$ cat src/rtl/trig_sel_pkg.sv
package trig_sel_pkg;
   localparam int unsigned TRIG_CODE_W = 4;
   localparam int unsigned TRIG_FIXED_SRC = 6;
   typedef logic [TRIG_CODE_W-1:0] trig_code_t;
endpackage

$ cat src/rtl/trig_src_map.sv
module trig_src_map #(
   parameter int unsigned N_DIFF = 5,
   parameter int unsigned N_SE   = 5,
   localparam int unsigned NS    = N_DIFF + N_SE + trig_sel_pkg::TRIG_FIXED_SRC
) (
   input  logic [N_DIFF-1:0] diff_i,
   input  logic [N_SE-1:0]   se_i,
   input  logic              fast_ref_i,
   input  logic              self_trig_i,
   input  logic              sw_trig_i,
   output logic [NS-1:0]     src_o
);
   localparam int unsigned OFS_SE    = N_DIFF;
   localparam int unsigned OFS_FIXED = N_DIFF + N_SE;

   for (genvar d = 0; d < N_DIFF; d++) begin : g_diff
      assign src_o[d] = diff_i[d];
   end
   for (genvar s = 0; s < N_SE; s++) begin : g_se
      assign src_o[OFS_SE+s] = se_i[s];
   end

   // fixed slots: fast ref, self, diff pair, software, se pair 0/1, se pair 2/3
   assign src_o[OFS_FIXED+0] = fast_ref_i;
   assign src_o[OFS_FIXED+1] = self_trig_i;
   assign src_o[OFS_FIXED+2] = diff_i[0] & diff_i[1];
   assign src_o[OFS_FIXED+3] = sw_trig_i;
   assign src_o[OFS_FIXED+4] = se_i[0] & se_i[1];
   assign src_o[OFS_FIXED+5] = se_i[2] & se_i[3];
endmodule

$ cat src/rtl/trig_edge_det.sv
module trig_edge_det #(
   parameter int unsigned W      = 16,
   parameter bit          REG_IN = 1'b1
) (
   input  logic         clk,
   input  logic         rst_n,
   input  logic [W-1:0] lvl_i,
   output logic [W-1:0] rise_o
);
   logic [W-1:0] cur;
   logic [W-1:0] prev_q;

   if (REG_IN) begin : g_reg_in
      logic [W-1:0] cur_q;
      always_ff @(posedge clk) begin
         if (!rst_n) cur_q <= '0;
         else        cur_q <= lvl_i;
      end
      assign cur = cur_q;
   end else begin : g_raw_in
      assign cur = lvl_i;
   end

   always_ff @(posedge clk) begin
      if (!rst_n) prev_q <= '0;
      else        prev_q <= cur;
   end

   assign rise_o = cur & ~prev_q;

   // a source cannot report a rising edge on two cycles in a row
   p_single_pulse_r6: assert property (@(posedge clk) disable iff (!rst_n)
      (rise_o != '0) |=> ((rise_o & $past(rise_o)) == '0));
endmodule

$ cat src/rtl/trig_prio_enc.sv
module trig_prio_enc #(
   parameter int unsigned W      = 16,
   parameter int unsigned CODE_W = 4,
   localparam int unsigned IDX_W = (W > 1) ? $clog2(W) : 1
) (
   input  logic [W-1:0]      req_i,
   output logic              hit_o,
   output logic [IDX_W-1:0]  idx_o,
   output logic [CODE_W-1:0] code_o
);
   localparam logic [CODE_W-1:0] TOP_CODE = {CODE_W{1'b1}};

   always_comb begin
      hit_o = 1'b0;
      idx_o = '0;
      for (int i = W - 1; i >= 0; i--) begin
         if (req_i[i]) begin
            hit_o = 1'b1;
            idx_o = IDX_W'(i);
         end
      end
   end

   assign code_o = TOP_CODE - CODE_W'(idx_o);
endmodule

$ cat src/rtl/trig_src_encoder.sv
module trig_src_encoder
   import trig_sel_pkg::*;
#(
   parameter int unsigned N_DIFF = 5,
   parameter int unsigned N_SE   = 5,
   parameter bit          REG_IN = 1'b1
) (
   input  logic                       clk,
   input  logic                       rst_n,
   input  logic [N_DIFF-1:0]          diff_i,
   input  logic [N_SE-1:0]            se_i,
   input  logic                       fast_ref_i,
   input  logic                       self_trig_i,
   input  logic                       sw_trig_i,
   input  logic [N_DIFF+N_SE+5:0]     en_i,
   input  logic [TRIG_CODE_W:0]       ovr_i,
   output logic                       trig_stb_o,
   output logic [TRIG_CODE_W-1:0]     trig_code_o
);
   localparam int unsigned NS    = N_DIFF + N_SE + TRIG_FIXED_SRC;
   localparam int unsigned IDX_W = $clog2(NS);

   if (N_DIFF < 2) begin : g_bad_diff
      $error("trig_src_encoder: N_DIFF must be at least 2");
   end
   if (N_SE < 4) begin : g_bad_se
      $error("trig_src_encoder: N_SE must be at least 4");
   end
   if (NS > (1 << TRIG_CODE_W)) begin : g_bad_ns
      $error("trig_src_encoder: more sources than codes");
   end

   logic [NS-1:0]    src;
   logic [NS-1:0]    rise;
   logic [NS-1:0]    rise_en;
   logic             hit;
   logic [IDX_W-1:0] idx;
   trig_code_t       enc_code;
   logic             stb_q;
   trig_code_t       code_q;

   trig_src_map #(.N_DIFF(N_DIFF), .N_SE(N_SE)) u_map (
      .diff_i(diff_i), .se_i(se_i), .fast_ref_i(fast_ref_i),
      .self_trig_i(self_trig_i), .sw_trig_i(sw_trig_i), .src_o(src)
   );

   trig_edge_det #(.W(NS), .REG_IN(REG_IN)) u_edge (
      .clk(clk), .rst_n(rst_n), .lvl_i(src), .rise_o(rise)
   );

   assign rise_en = rise & en_i;

   trig_prio_enc #(.W(NS), .CODE_W(TRIG_CODE_W)) u_enc (
      .req_i(rise_en), .hit_o(hit), .idx_o(idx), .code_o(enc_code)
   );

   always_ff @(posedge clk) begin
      if (!rst_n) begin
         stb_q  <= 1'b0;
         code_q <= '0;
      end else begin
         stb_q <= hit;
         if (hit) code_q <= ovr_i[TRIG_CODE_W] ? ovr_i[TRIG_CODE_W-1:0] : enc_code;
      end
   end

   assign trig_stb_o  = stb_q;
   assign trig_code_o = code_q;

   // a strobe needs an enabled rising source in the cycle before
   p_strobe_cause_r5: assert property (@(posedge clk) disable iff (!rst_n)
      trig_stb_o |-> $past(|rise_en));
   // an encoder hit becomes a strobe on the next edge
   p_strobe_follows_r6: assert property (@(posedge clk) disable iff (!rst_n)
      hit |=> trig_stb_o);
   // the chosen source is requesting and no lower source is
   p_lowest_wins_r7: assert property (@(posedge clk) disable iff (!rst_n)
      hit |-> (rise_en[idx] && ((rise_en & ((NS'(1) << idx) - NS'(1))) == '0)));
   // a forced code is taken from the override field
   p_override_r8: assert property (@(posedge clk) disable iff (!rst_n)
      (hit && ovr_i[TRIG_CODE_W]) |=> (trig_code_o == $past(ovr_i[TRIG_CODE_W-1:0])));
   // without a hit the code output does not move
   p_code_hold_r9: assert property (@(posedge clk) disable iff (!rst_n)
      !hit |=> $stable(trig_code_o));
endmodule

$ cat config.mk
export PLATFORM = sky130hd
export DESIGN_NAME = trig_src_encoder
export DESIGN_NICKNAME = d
export VERILOG_FILES = /design/src/rtl/trig_sel_pkg.sv /design/src/rtl/trig_src_map.sv /design/src/rtl/trig_edge_det.sv /design/src/rtl/trig_prio_enc.sv /design/src/rtl/trig_src_encoder.sv
export SDC_FILE = /design/constraint.sdc
export NUM_CORES = 1
export LEC_CHECK = 0
export BUFFER_PORTS_ARGS = -buffer_cell sky130_fd_sc_hd__buf_2
export CAP_MARGIN = 20
export CELL_PAD_IN_SITES_DETAIL_PLACEMENT = 1
export CELL_PAD_IN_SITES_GLOBAL_PLACEMENT = 1
export CORE_MARGIN = 2
export CORE_UTILIZATION = 41
export CTS_CLUSTER_SIZE = 16
export DETAILED_ROUTE_END_ITERATION = 12
export PLACE_DENSITY_LB_ADDON = 0.1
export SETUP_SLACK_MARGIN = 0.2
export SLEW_MARGIN = 20
export SYNTH_ARGS = -nofsm -noshare
export SYNTH_HDL_FRONTEND = slang
export SYNTH_SLANG_ARGS = --single-unit
$ cat constraint.sdc
create_clock -name clk -period 4.5 [get_ports clk]
set_input_delay 0.45 -clock clk [delete_from_list [all_inputs] [get_ports clk]]
set_output_delay 0.45 -clock clk [all_outputs]
set_load 0.05 [all_outputs]
==> run metrics <==
status finished clean; initial antenna violation count 0; Final Hold Fails 0; leakage power 0.852 nW; hold_buf cts 0; vias in the first global route 1150; Synth Area in Simple Gates 36.8%; total global routing overflow 0; GPL Wtd Cong 0.862; most common cell after layout, fill and taps aside buf_2; Synth Area in Compound Gates 7.81%; Max-slew headroom 68.1%; Routed WL per cell 12.4 microns; Detailed Route WL 2860 microns; Slowest cell on crit path dfxtp_1; main combinational cell family by area after synthesis simple AND/OR/NAND/NOR gates; crit-path max cell delay 0.33 ns; worst hold path class primary input to flop; post-synthesis mux area share 0.694%; worst-path fanout max 7; clock latency on the worst-skew pair 0.33 ns; Placed Area 1680 sq um; pin count of the biggest net entering global routing 38; Mean Syn Cell Area 10.3 sq um; maxcap violations 0; Bufs and invs on worst path 0; Chip Width 63.3 microns; cell chain of the critical path nand3b_1 -> o21ai_2 -> nor4_4 -> nand3_2 -> nor3b_1 -> nor4b_2; Gate Count Post-Synth 140; Max Slew Vio Count 0; commonest non-fill, non-tap cells in the layout buf_2, dfxtp_1, and2_1; CP Data Arrival Time 1.85 ns; residual DRC count 0; FF+latch count, synth 37; WS Path Type flop to flop; core area 3360 sq um; Final period util 35.4%; post-cts resize count 0; HPWL Detailed 2170 microns; power per cell area 410 nW/um^2; Total Routing Usage GR 15.9%; IO Pins 41; post-CTS setup buffers 0; CTS buffer count 5; WP data required 4.75 ns; YS warnings 0; initial detailed-routing violation count 43; Final ANT Viol Nets 0; # port buffers 40; Worst Max-Slew Pin Slew 0.479 ns; Post-Synth Adder-Cell Area 0%; TritonCTS clock tree yes; worst setup margin 2.91 ns; CTS HTree Levels 2; Post-Syn Nets 176; Site Rows 21; clk_skew 0.00264 ns; fin area 1780 sq um; n_diodes 0; Sink Count 37; crit path time final 1.59 ns; die height 63.3 microns; sequential cell area 741 sq um; via count 1110; max frequency 0.628 GHz; vias per inst 4.83; first-pass GRT wire length 4910 microns; CP Capture Type flop; final setup vio count 0; Final nets 219; Area Growth Syn to Fin 23.4%; crit-path leading delay family simple AND/OR/NAND/NOR gates; Worst IR Drop VDD 0.227 mV; RSZ-0062 raised after global routing no; Place WS 2.68 ns; clk slew on worst S/H paths 0.11 ns; DIE AREA 4010 sq um; Seq/Total Area, Yosys 51.4%; multi-input logic area 653 sq um; Synth cell types 37; critical path launch point type flop; Cell Area, Synth 1440 sq um; share of post-route cells with drive strength above 1 31.5%; fillers 414; Fin Setup TNS 0 ns; CTS Buffer Depth 2; DRT Pass-1 Iters 4; CTS root buffer clkbuf_4; xor-xnor portion of the synthesized cell area 0%; initial core utilization 42.9%
flip-flops by register name, summed over array words and instances (netlist names):
signal	count
u_edge.prev_q	16
trig_code_o	4
u_edge.cur	16
trig_stb_o	1
through the flow:
stage	std cells	util [%]	hold WS, ns	power, mW
final	230	52.9	0.316	0.730
after detailed placement	222	49.9	0.444	0.459
after floorplan	140	-	0.430	0.428
after global placement	222	49.9	0.435	0.456
after CTS	230	52.9	0.298	0.741
after global routing	230	52.9	0.280	0.770
area by class of cell:
cell class | instances | share of cell area, %
clock buffer | 5 | 2.11
multi-input combinational | 96 | 36.7
tap | 46 | 3.23
sequential | 37 | 41.6
inverter | 3 | 1.41
timing repair buffer | 40 | 11.3
clock inverter | 3 | 3.66
logic make-up after synthesis:
family	after synthesis
compound gates	17
buf+inv	7
flops	37
mux	1
simple gates	78
layer usage:
layer | global-route usage [%] | vias up | wire length (microns)
met4 | 4.08 | 0 | 21
met5 | 0 | - | 0
met3 | 6.25 | 3 | 137
li1 | - | 564 | -
met2 | 28.5 | 28 | 1490
met1 | 17.4 | 515 | 1210
worst reg2reg max path, stage by stage (launching register included):
cell      delay [ns]
dfxtp_1         0.33
nand3b_1        0.17
o21ai_2         0.12
nor4_4          0.26
nand3_2         0.20
nor3b_1         0.20
nor4b_2         0.23
path summary, 6_finish.rpt:
| kind | startpoint | to | slack [ns] | cells after the start |
|---|---|---|---|---|
| max | u_edge.prev_q[2] | trig_code_o[1] | 2.91 | 6 |
| min | diff_i[2] | u_edge.cur[2] | 0.32 | 2 |
| max reg2reg | u_edge.prev_q[2] | trig_code_o[1] | 2.91 | 6 |
| min reg2reg | u_edge.cur[8] | u_edge.prev_q[8] | 0.47 | 1 |
cells in the mapped netlist (all sizes together):
master | count | share of area [%]
clkbuf | 3 | 0.78
and3b | 2 | 1.2
nor2b | 1 | 0.43
o21ai | 6 | 2.3
nor4 | 1 | 1.5
buf | 1 | 0.78
a21oi | 2 | 0.69
nand3 | 3 | 1.4
nor2 | 7 | 1.8
nor4b | 1 | 1.0
nand4 | 1 | 0.43
o32ai | 1 | 0.61
nand3b | 14 | 9.3
a211o | 1 | 0.61
o22ai | 1 | 0.43
nand2 | 12 | 3.8
o31a | 1 | 0.61
or3b | 1 | 0.61
and2 | 30 | 13
bufinv | 1 | 1.2
and3 | 4 | 1.7
o22a | 1 | 0.61
inv | 2 | 0.52
nor3b | 1 | 0.52
dfxtp | 37 | 51
mux2i | 1 | 0.69
a21boi | 1 | 0.52
a31oi | 2 | 0.87
o21a | 1 | 0.52
report_power, final:
group / leakage [nW] / total (mW) / internal (mW) / switching, mW
combinational: 0.491 / 0.0973 / 0.0424 / 0.0549
clock: 0.0552 / 0.279 / 0.172 / 0.107
sequential: 0.306 / 0.354 / 0.345 / 0.00804
Power figures use the tool's default switching activity.
